### config.mk
export PLATFORM = sky130hd
export DESIGN_NAME = instr_loop_buf
export DESIGN_NICKNAME = d
export VERILOG_FILES = /design/src/rtl/lbuf_pkg.sv /design/src/rtl/lbuf_tag_array.sv /design/src/rtl/lbuf_data_array.sv /design/src/rtl/lbuf_ctrl.sv /design/src/rtl/instr_loop_buf.sv
export SDC_FILE = /design/constraint.sdc
export NUM_CORES = 2
export LEC_CHECK = 0
export BUFFER_PORTS_ARGS = -buffer_cell sky130_fd_sc_hd__buf_2
export CAP_MARGIN = 40
export CORE_ASPECT_RATIO = 1.2
export CORE_MARGIN = 2
export CORE_UTILIZATION = 50
export DETAILED_ROUTE_END_ITERATION = 12
export PLACE_DENSITY = 0.64
export SETUP_SLACK_MARGIN = 0.3
export SYNTH_ARGS = -nofsm -noshare
export SYNTH_HDL_FRONTEND = slang
export SYNTH_SLANG_ARGS = --single-unit
### constraint.sdc
create_clock -name clk -period 11.05 [get_ports clk]
set_input_delay 0.5525 -clock clk [delete_from_list [all_inputs] [get_ports clk]]
set_output_delay 0.5525 -clock clk [all_outputs]
set_load 0.02 [all_outputs]
### src/rtl/lbuf_pkg.sv
package lbuf_pkg;
  typedef enum logic [1:0] {
    ST_IDLE = 2'd0,
    ST_HIT  = 2'd1,
    ST_WAIT = 2'd2
  } lbuf_state_e;
endpackage

### src/rtl/lbuf_tag_array.sv
module lbuf_tag_array #(
  parameter int IDX_W = 5,
  parameter int TAG_W = 12
) (
  input  logic             clk,
  input  logic             rst_n,
  input  logic             flush,
  input  logic [IDX_W-1:0] lk_idx,
  input  logic [TAG_W-1:0] lk_tag,
  output logic             lk_hit,
  input  logic             fill_en,
  input  logic [IDX_W-1:0] fill_idx,
  input  logic [TAG_W-1:0] fill_tag,
  input  logic             inv_en,
  input  logic [IDX_W-1:0] inv_idx,
  input  logic [TAG_W-1:0] inv_tag
);
  localparam int DEPTH = 1 << IDX_W;

  logic [DEPTH-1:0]            vld;
  logic [DEPTH-1:0][TAG_W-1:0] tags;

  for (genvar i = 0; i < DEPTH; i++) begin : g_ent
    logic             v_q;
    logic [TAG_W-1:0] t_q;
    // flush beats fill, fill beats a store snoop on the same entry
    always_ff @(posedge clk or negedge rst_n) begin
      if (!rst_n) begin
        v_q <= 1'b0;
        t_q <= '0;
      end else if (flush) begin
        v_q <= 1'b0;
      end else if (fill_en && fill_idx == IDX_W'(i)) begin
        v_q <= 1'b1;
        t_q <= fill_tag;
      end else if (inv_en && inv_idx == IDX_W'(i) && t_q == inv_tag) begin
        v_q <= 1'b0;
      end
    end
    assign vld[i]  = v_q;
    assign tags[i] = t_q;
  end

  assign lk_hit = vld[lk_idx] && (tags[lk_idx] == lk_tag);

  p_flush_clear_r1: assert property (@(posedge clk) disable iff (!rst_n)
    flush |=> (vld == '0))
    else $error("flush left a valid entry");

  p_fill_valid_r4: assert property (@(posedge clk) disable iff (!rst_n)
    (fill_en && !flush) |=> (vld[$past(fill_idx)] && tags[$past(fill_idx)] == $past(fill_tag)))
    else $error("fill did not leave entry valid");

  p_store_inv_r8: assert property (@(posedge clk) disable iff (!rst_n)
    (inv_en && !(fill_en && fill_idx == inv_idx))
      |=> !(vld[$past(inv_idx)] && tags[$past(inv_idx)] == $past(inv_tag)))
    else $error("store left matching entry valid");
endmodule

### src/rtl/lbuf_data_array.sv
module lbuf_data_array #(
  parameter int IDX_W  = 5,
  parameter int DATA_W = 48
) (
  input  logic              clk,
  input  logic              wr_en,
  input  logic [IDX_W-1:0]  wr_idx,
  input  logic [DATA_W-1:0] wr_data,
  input  logic [IDX_W-1:0]  rd_idx,
  output logic [DATA_W-1:0] rd_data
);
  localparam int DEPTH = 1 << IDX_W;

  logic [DATA_W-1:0] words [DEPTH];

  always_ff @(posedge clk) begin
    if (wr_en) words[wr_idx] <= wr_data;
  end

  assign rd_data = words[rd_idx];
endmodule

### src/rtl/lbuf_ctrl.sv
module lbuf_ctrl
  import lbuf_pkg::*;
#(
  parameter int ADDR_W = 17,
  parameter int DATA_W = 48
) (
  input  logic              clk,
  input  logic              rst_n,
  input  logic              flush,
  input  logic              req_valid,
  output logic              req_ready,
  input  logic [ADDR_W-1:0] req_addr,
  output logic              rsp_valid,
  input  logic              rsp_ready,
  output logic [DATA_W-1:0] rsp_data,
  output logic              rsp_hit,
  output logic              mem_req_valid,
  input  logic              mem_req_ready,
  output logic [ADDR_W-1:0] mem_req_addr,
  input  logic              mem_rsp_valid,
  output logic              mem_rsp_ready,
  input  logic [DATA_W-1:0] mem_rsp_data,
  input  logic              st_valid,
  input  logic [ADDR_W-1:0] st_addr,
  input  logic              lk_hit,
  input  logic [DATA_W-1:0] buf_data,
  output logic              fill_en,
  output logic [ADDR_W-1:0] fill_addr,
  output logic [DATA_W-1:0] fill_data
);
  lbuf_state_e       state;
  logic [ADDR_W-1:0] pend_addr;
  logic              kill_q;
  logic [DATA_W-1:0] hold_data;

  logic hit, acc, acc_hit, acc_miss, mem_fire, st_same_pend;

  // a same-cycle flush or store to the requested word turns a hit into a miss
  assign hit      = lk_hit && !flush && !(st_valid && st_addr == req_addr);
  assign mem_req_valid = (state == ST_IDLE) && req_valid && !hit;
  assign mem_req_addr  = req_addr;
  assign req_ready = ((state == ST_IDLE) && (hit || mem_req_ready)) ||
                     ((state == ST_HIT) && rsp_ready && hit);
  assign acc      = req_valid && req_ready;
  assign acc_hit  = acc && hit;
  assign acc_miss = acc && !hit;

  assign mem_rsp_ready = (state == ST_WAIT) && rsp_ready;
  assign mem_fire      = mem_rsp_valid && mem_rsp_ready;
  assign st_same_pend  = st_valid && (st_addr == pend_addr);

  assign rsp_valid = (state == ST_HIT) || ((state == ST_WAIT) && mem_rsp_valid);
  assign rsp_data  = (state == ST_HIT) ? hold_data : mem_rsp_data;
  assign rsp_hit   = (state == ST_HIT);

  assign fill_en   = mem_fire && !kill_q && !st_same_pend && !flush;
  assign fill_addr = pend_addr;
  assign fill_data = mem_rsp_data;

  always_ff @(posedge clk or negedge rst_n) begin
    if (!rst_n) begin
      state     <= ST_IDLE;
      pend_addr <= '0;
      kill_q    <= 1'b0;
      hold_data <= '0;
    end else begin
      case (state)
        ST_IDLE: begin
          if (acc_hit) begin
            state     <= ST_HIT;
            hold_data <= buf_data;
          end else if (acc_miss) begin
            state     <= ST_WAIT;
            pend_addr <= req_addr;
            kill_q    <= 1'b0;
          end
        end
        ST_HIT: begin
          if (acc_hit) hold_data <= buf_data;
          else if (rsp_ready) state <= ST_IDLE;
        end
        ST_WAIT: begin
          if (st_same_pend) kill_q <= 1'b1;
          if (mem_fire) state <= ST_IDLE;
        end
        default: state <= ST_IDLE;
      endcase
    end
  end

  p_rsp_hold_r10: assert property (@(posedge clk) disable iff (!rst_n)
    (rsp_valid && !rsp_ready) |=> (rsp_valid && $stable(rsp_data) && $stable(rsp_hit)))
    else $error("response changed under back-pressure");

  p_memreq_hold_r10: assert property (@(posedge clk) disable iff (!rst_n)
    (mem_req_valid && !mem_req_ready) |=> (mem_req_valid && $stable(mem_req_addr)))
    else $error("memory request dropped before acceptance");

  p_hit_next_r2: assert property (@(posedge clk) disable iff (!rst_n)
    acc_hit |=> (rsp_valid && rsp_hit && !mem_rsp_ready))
    else $error("accepted hit not answered next cycle");

  p_miss_wait_r3: assert property (@(posedge clk) disable iff (!rst_n)
    acc_miss |=> (!rsp_hit && !req_ready))
    else $error("miss did not wait for memory");
endmodule

### src/rtl/instr_loop_buf.sv
module instr_loop_buf #(
  parameter int ADDR_W = 17,
  parameter int DATA_W = 48,
  parameter int IDX_W  = 5
) (
  input  logic              clk,
  input  logic              rst_n,
  input  logic              flush,
  input  logic              req_valid,
  output logic              req_ready,
  input  logic [ADDR_W-1:0] req_addr,
  output logic              rsp_valid,
  input  logic              rsp_ready,
  output logic [DATA_W-1:0] rsp_data,
  output logic              rsp_hit,
  output logic              mem_req_valid,
  input  logic              mem_req_ready,
  output logic [ADDR_W-1:0] mem_req_addr,
  input  logic              mem_rsp_valid,
  output logic              mem_rsp_ready,
  input  logic [DATA_W-1:0] mem_rsp_data,
  input  logic              st_valid,
  input  logic [ADDR_W-1:0] st_addr
);
  localparam int TAG_W = ADDR_W - IDX_W;

  logic              lk_hit;
  logic [DATA_W-1:0] buf_data;
  logic              fill_en;
  logic [ADDR_W-1:0] fill_addr;
  logic [DATA_W-1:0] fill_data;

  lbuf_tag_array #(.IDX_W(IDX_W), .TAG_W(TAG_W)) u_tags (
    .clk      (clk),
    .rst_n    (rst_n),
    .flush    (flush),
    .lk_idx   (req_addr[IDX_W-1:0]),
    .lk_tag   (req_addr[ADDR_W-1:IDX_W]),
    .lk_hit   (lk_hit),
    .fill_en  (fill_en),
    .fill_idx (fill_addr[IDX_W-1:0]),
    .fill_tag (fill_addr[ADDR_W-1:IDX_W]),
    .inv_en   (st_valid),
    .inv_idx  (st_addr[IDX_W-1:0]),
    .inv_tag  (st_addr[ADDR_W-1:IDX_W])
  );

  lbuf_data_array #(.IDX_W(IDX_W), .DATA_W(DATA_W)) u_data (
    .clk     (clk),
    .wr_en   (fill_en),
    .wr_idx  (fill_addr[IDX_W-1:0]),
    .wr_data (fill_data),
    .rd_idx  (req_addr[IDX_W-1:0]),
    .rd_data (buf_data)
  );

  lbuf_ctrl #(.ADDR_W(ADDR_W), .DATA_W(DATA_W)) u_ctrl (
    .clk           (clk),
    .rst_n         (rst_n),
    .flush         (flush),
    .req_valid     (req_valid),
    .req_ready     (req_ready),
    .req_addr      (req_addr),
    .rsp_valid     (rsp_valid),
    .rsp_ready     (rsp_ready),
    .rsp_data      (rsp_data),
    .rsp_hit       (rsp_hit),
    .mem_req_valid (mem_req_valid),
    .mem_req_ready (mem_req_ready),
    .mem_req_addr  (mem_req_addr),
    .mem_rsp_valid (mem_rsp_valid),
    .mem_rsp_ready (mem_rsp_ready),
    .mem_rsp_data  (mem_rsp_data),
    .st_valid      (st_valid),
    .st_addr       (st_addr),
    .lk_hit        (lk_hit),
    .buf_data      (buf_data),
    .fill_en       (fill_en),
    .fill_addr     (fill_addr),
    .fill_data     (fill_data)
  );
endmodule

==> summary.txt <==
Critical path
  • CP required: around 11 ns
  • Buf+Inv Stages, Crit Path: 5
  • CP Capture Type: primary output
  • CP max stage cell: or4_1
  • CP Class: input pin to primary output
  • CP Max Fanout: 67
  • Chain of cells forming the critical path: buf_8 > buf_4 > buf_16 > buf_4 > mux4_2 > mux2_2 > o22ai_1 > a221oi_1 > xnor2_1 > nand3_1 > or4_1 > o31ai_1 > buf_2
  • Slowest cell delay on critical path: a little under 0.7 ns
  • Worst EP arrival: a little over 5 ns
  • Worst path most repeated cell: buf_4
  • Family with the most delay on the worst path: buffers and inverters
  • Critical path launch point type: input pin

Global route
  • GR Overflow Total: 0
  • Largest net degree at the start of global routing: ~160
  • Met2 Use GR: a little under half
  • Met3 Use GR: 3.96%
  • Busiest grt layer: met2
  • Vias in the first global route: ~47000
  • Met1 usage: between 30% and 40%
  • GRT Total Usage: a little over a quarter
  • Antenna violations before repair: 9
  • First-pass GRT wire length: roughly 340000 µm

Logic synthesis
  • Syn Nets: about 4600
  • Synth Cell Area: roughly 85000 µm²
  • Synth cell types: 44
  • Register area share after synthesis: 68.2%
  • Synth warn: 0
  • Seq cells post-synth: roughly 2000
  • Synth Flop Type: edfxtp_1
  • Post-Synthesis Cells: between 4000 and 5000
  • Avg Cell Area, Syn: around 19 µm²
  • Post-synth EDFFs: approximately 1500
  • Ys async rst share: a little under a quarter

Routing
  • Vias: 44800
  • Drt pass-1 iters: 5
  • Total Routed Length: around 240000 µm
  • DR WL/cell: between 30 and 40 µm
  • DRC: 0
  • DR iter-0 viols: 4738
  • Final ANT Viol Nets: 0
  • Avg Vias per Cell: about 6.3

Flow run
  • Max Cap Violations: 0

STA
  • Slew headroom: around a quarter
  • Setup TNS: 0 ns
  • Post-Route Skew: approximately 0.042 ns
  • Endpoints failing setup: 0
  • Fin. Hold Viols: 0
  • Final Critical Period: around 5.7 ns
  • Final Cycle Share: around half
  • Unrepaired setup endpoints after global routing: no
  • Final Max Tran Viols: 0
  • Max Clock Freq: roughly 0.18 GHz
  • Worst slew pin tran: 1.11 ns

Run status
  • Status: complete, no violations

Cells and area
  • Nets@finish: about 4800
  • Commonest non-fill, non-tap cell in the layout: edfxtp_1
  • Final cell count without fillers: around 7000
  • Most frequent cells in the layout: edfxtp_1, mux4_2, dfrtp_1
  • Synthesis-to-finish area growth: 12.4%
  • Final Util: a little under three fifths
  • Layout cell share with drive strength beyond 1: 34.9%

Clock network
  • Sink Count: a little over 2000
  • Clock buffer depth: 3
  • Number of clock buffers inserted by TritonCTS: between 150 and 200
  • H-tree Lvls: 4
  • Setup bufs post-CTS: 0
  • Worst-path clk slew: approximately 0.06 ns
  • Worst skew pair latency: roughly 0.86 ns
  • Root Buffer: clkbuf_16
  • CTS tree: done

Place
  • IO Port Bufs: 159
  • Final HPWL DP: between 100000 and 150000 µm
  • RD Place Congestion: roughly 0.9
  • Cells after DPL: between 6000 and 7000

Die
  • # rows: roughly 170
  • Chip width: roughly 380 µm
  • Die area: roughly 170000 µm²
  • Boundary Pins: 160
  • Starting Density: 50.2%
  • CORE AREA: approximately 170000 µm²
  • Die height: 457 µm

Pwr
  • LEAKAGE: around 0.034 µW
  • Peak VDD IR: between 0.15 and 0.2 mV
  • Psw: around 4000 µW
  • Logic gate share of total power: around a tenth
  • Sw Ratio: about a quarter
  • Clock share of power: between 30% and 40%
  • Power, Total: 16800 µW
  • P per Cell Area: 175 nW/µm²
  • Cell Int Power: ~13000 µW
  • Flop pwr share: 51.4%

Min path
  • Worst min-delay path class: input pin to register
-- kinds of logic (layout without fill, tap and decap cells) --
family          count (synthesis)  in the layout  synth area share (%)
flops                        2020           2020                  68.2
mux                          1138           1138                  22.3
simple gates                  474            474                  2.69
xor+xnor                      430            430                  4.41
buf+inv                       331            704                  1.68
compound gates                 93             93                 0.757
other cells                     0              3                     0
-- cell type report --
type                       count  area (µm²)
multi-input combinational   2135       25900
sequential                  2020       58200
tap                         2268        2840
inverter                      19         111
antenna                        3        7.51
clock inverter               101         831
fill                       12900       74200
clock buffer                 268        5400
timing repair buffer         316        2650
-- state kept, by name, indices dropped and copies added (netlist names) --
name and cells:
u_tags.g_ent.t_q 384, u_data.words 1536, u_ctrl.kill_q 1, u_ctrl.fill_addr 17, u_ctrl.hold_data 48, u_tags.g_ent.v_q 32, u_ctrl.state 2
-- what timing repair did --
action	4_1_cts	5_1_grt
hold endpoints to repair	96	0
hold buffers	1	0
setup endpoints to repair	0	0
resized for setup	0	0
-- worst paths after layout --
path | startpoint | endpoint | slack (ns) | depth (start not counted)
max | req_addr[1] | req_ready | 5.34 | 13
min | req_addr[7] | u_ctrl.fill_addr[7]$_DFFE_PN0P_ | 0.08 | 2
max reg2reg | u_ctrl.fill_addr[7]$_DFFE_PN0P_ | u_tags.g_ent[19].t_q[7]$_DFFE_PN0P_ | 6.56 | 12
min reg2reg | u_ctrl.hold_data[44]$_DFFE_PN0P_ | u_ctrl.hold_data[44]$_DFFE_PN0P_ | 0.51 | 1
max in group asynchronous | rst_n | u_tags.g_ent[10].t_q[1]$_DFFE_PN0P_ | 8.41 | 4
min in group asynchronous | rst_n | u_tags.g_ent[7].t_q[7]$_DFFE_PN0P_ | 0.38 | 2
-- power groups by stage --
stage          sequential, µW  clock (µW)  combinational, µW
2_1_floorplan            8700           0               1020
3_3_place_gp             8780           0               1570
3_5_place_dp             8780           0               1610
4_1_cts                  8630        6640               1620
5_1_grt                  8650        6930               1710
6_report                 8640        6550               1610
-- synthesized netlist by cell type, drive strengths merged, types with 2 or more instances --
cell type / n / area, µm²
nand2b: 14 / 87.6
nor2b: 14 / 87.6
xor2: 99 / 867
nor3b: 2 / 15.0
a21oi: 14 / 70.1
nand4: 95 / 594
nand3: 28 / 140
edfxtp: 1536 / 46100
a21o: 2 / 15.0
xnor2: 331 / 2900
clkbuf: 205 / 769
nand2: 212 / 796
and2: 5 / 31.3
mux2i: 82 / 821
nor3: 25 / 125
dfrtp: 484 / 12100
nor4: 39 / 244
a22oi: 27 / 203
o21ai: 18 / 90.1
o22ai: 2 / 12.5
nor2: 33 / 124
or4: 3 / 22.5
o211ai: 4 / 30.0
a221oi: 4 / 35.0
inv: 19 / 71.3
mux2: 499 / 5650
buf: 107 / 596
mux4: 557 / 12500
a31o: 17 / 149
-- metrics by stage --
step	hold slack, ns	setup slack, ns	instance area [µm²]
after floorplan	0.257	6.84	85400
after global placement	0.487	4.52	88800
after detailed placement	0.492	4.86	89700
after CTS	0.00913	5.40	95900
after global routing	0.0305	5.18	96000
final	0.0788	5.34	96000
-- metal layers --
layer / routed length (µm) / up-vias
met3: 14600 / 414
met2: 118000 / 1789
met5: 0 / -
li1: - / 18200
met4: 9400 / 0
met1: 94900 / 24400
Power figures use the tool's default switching activity.
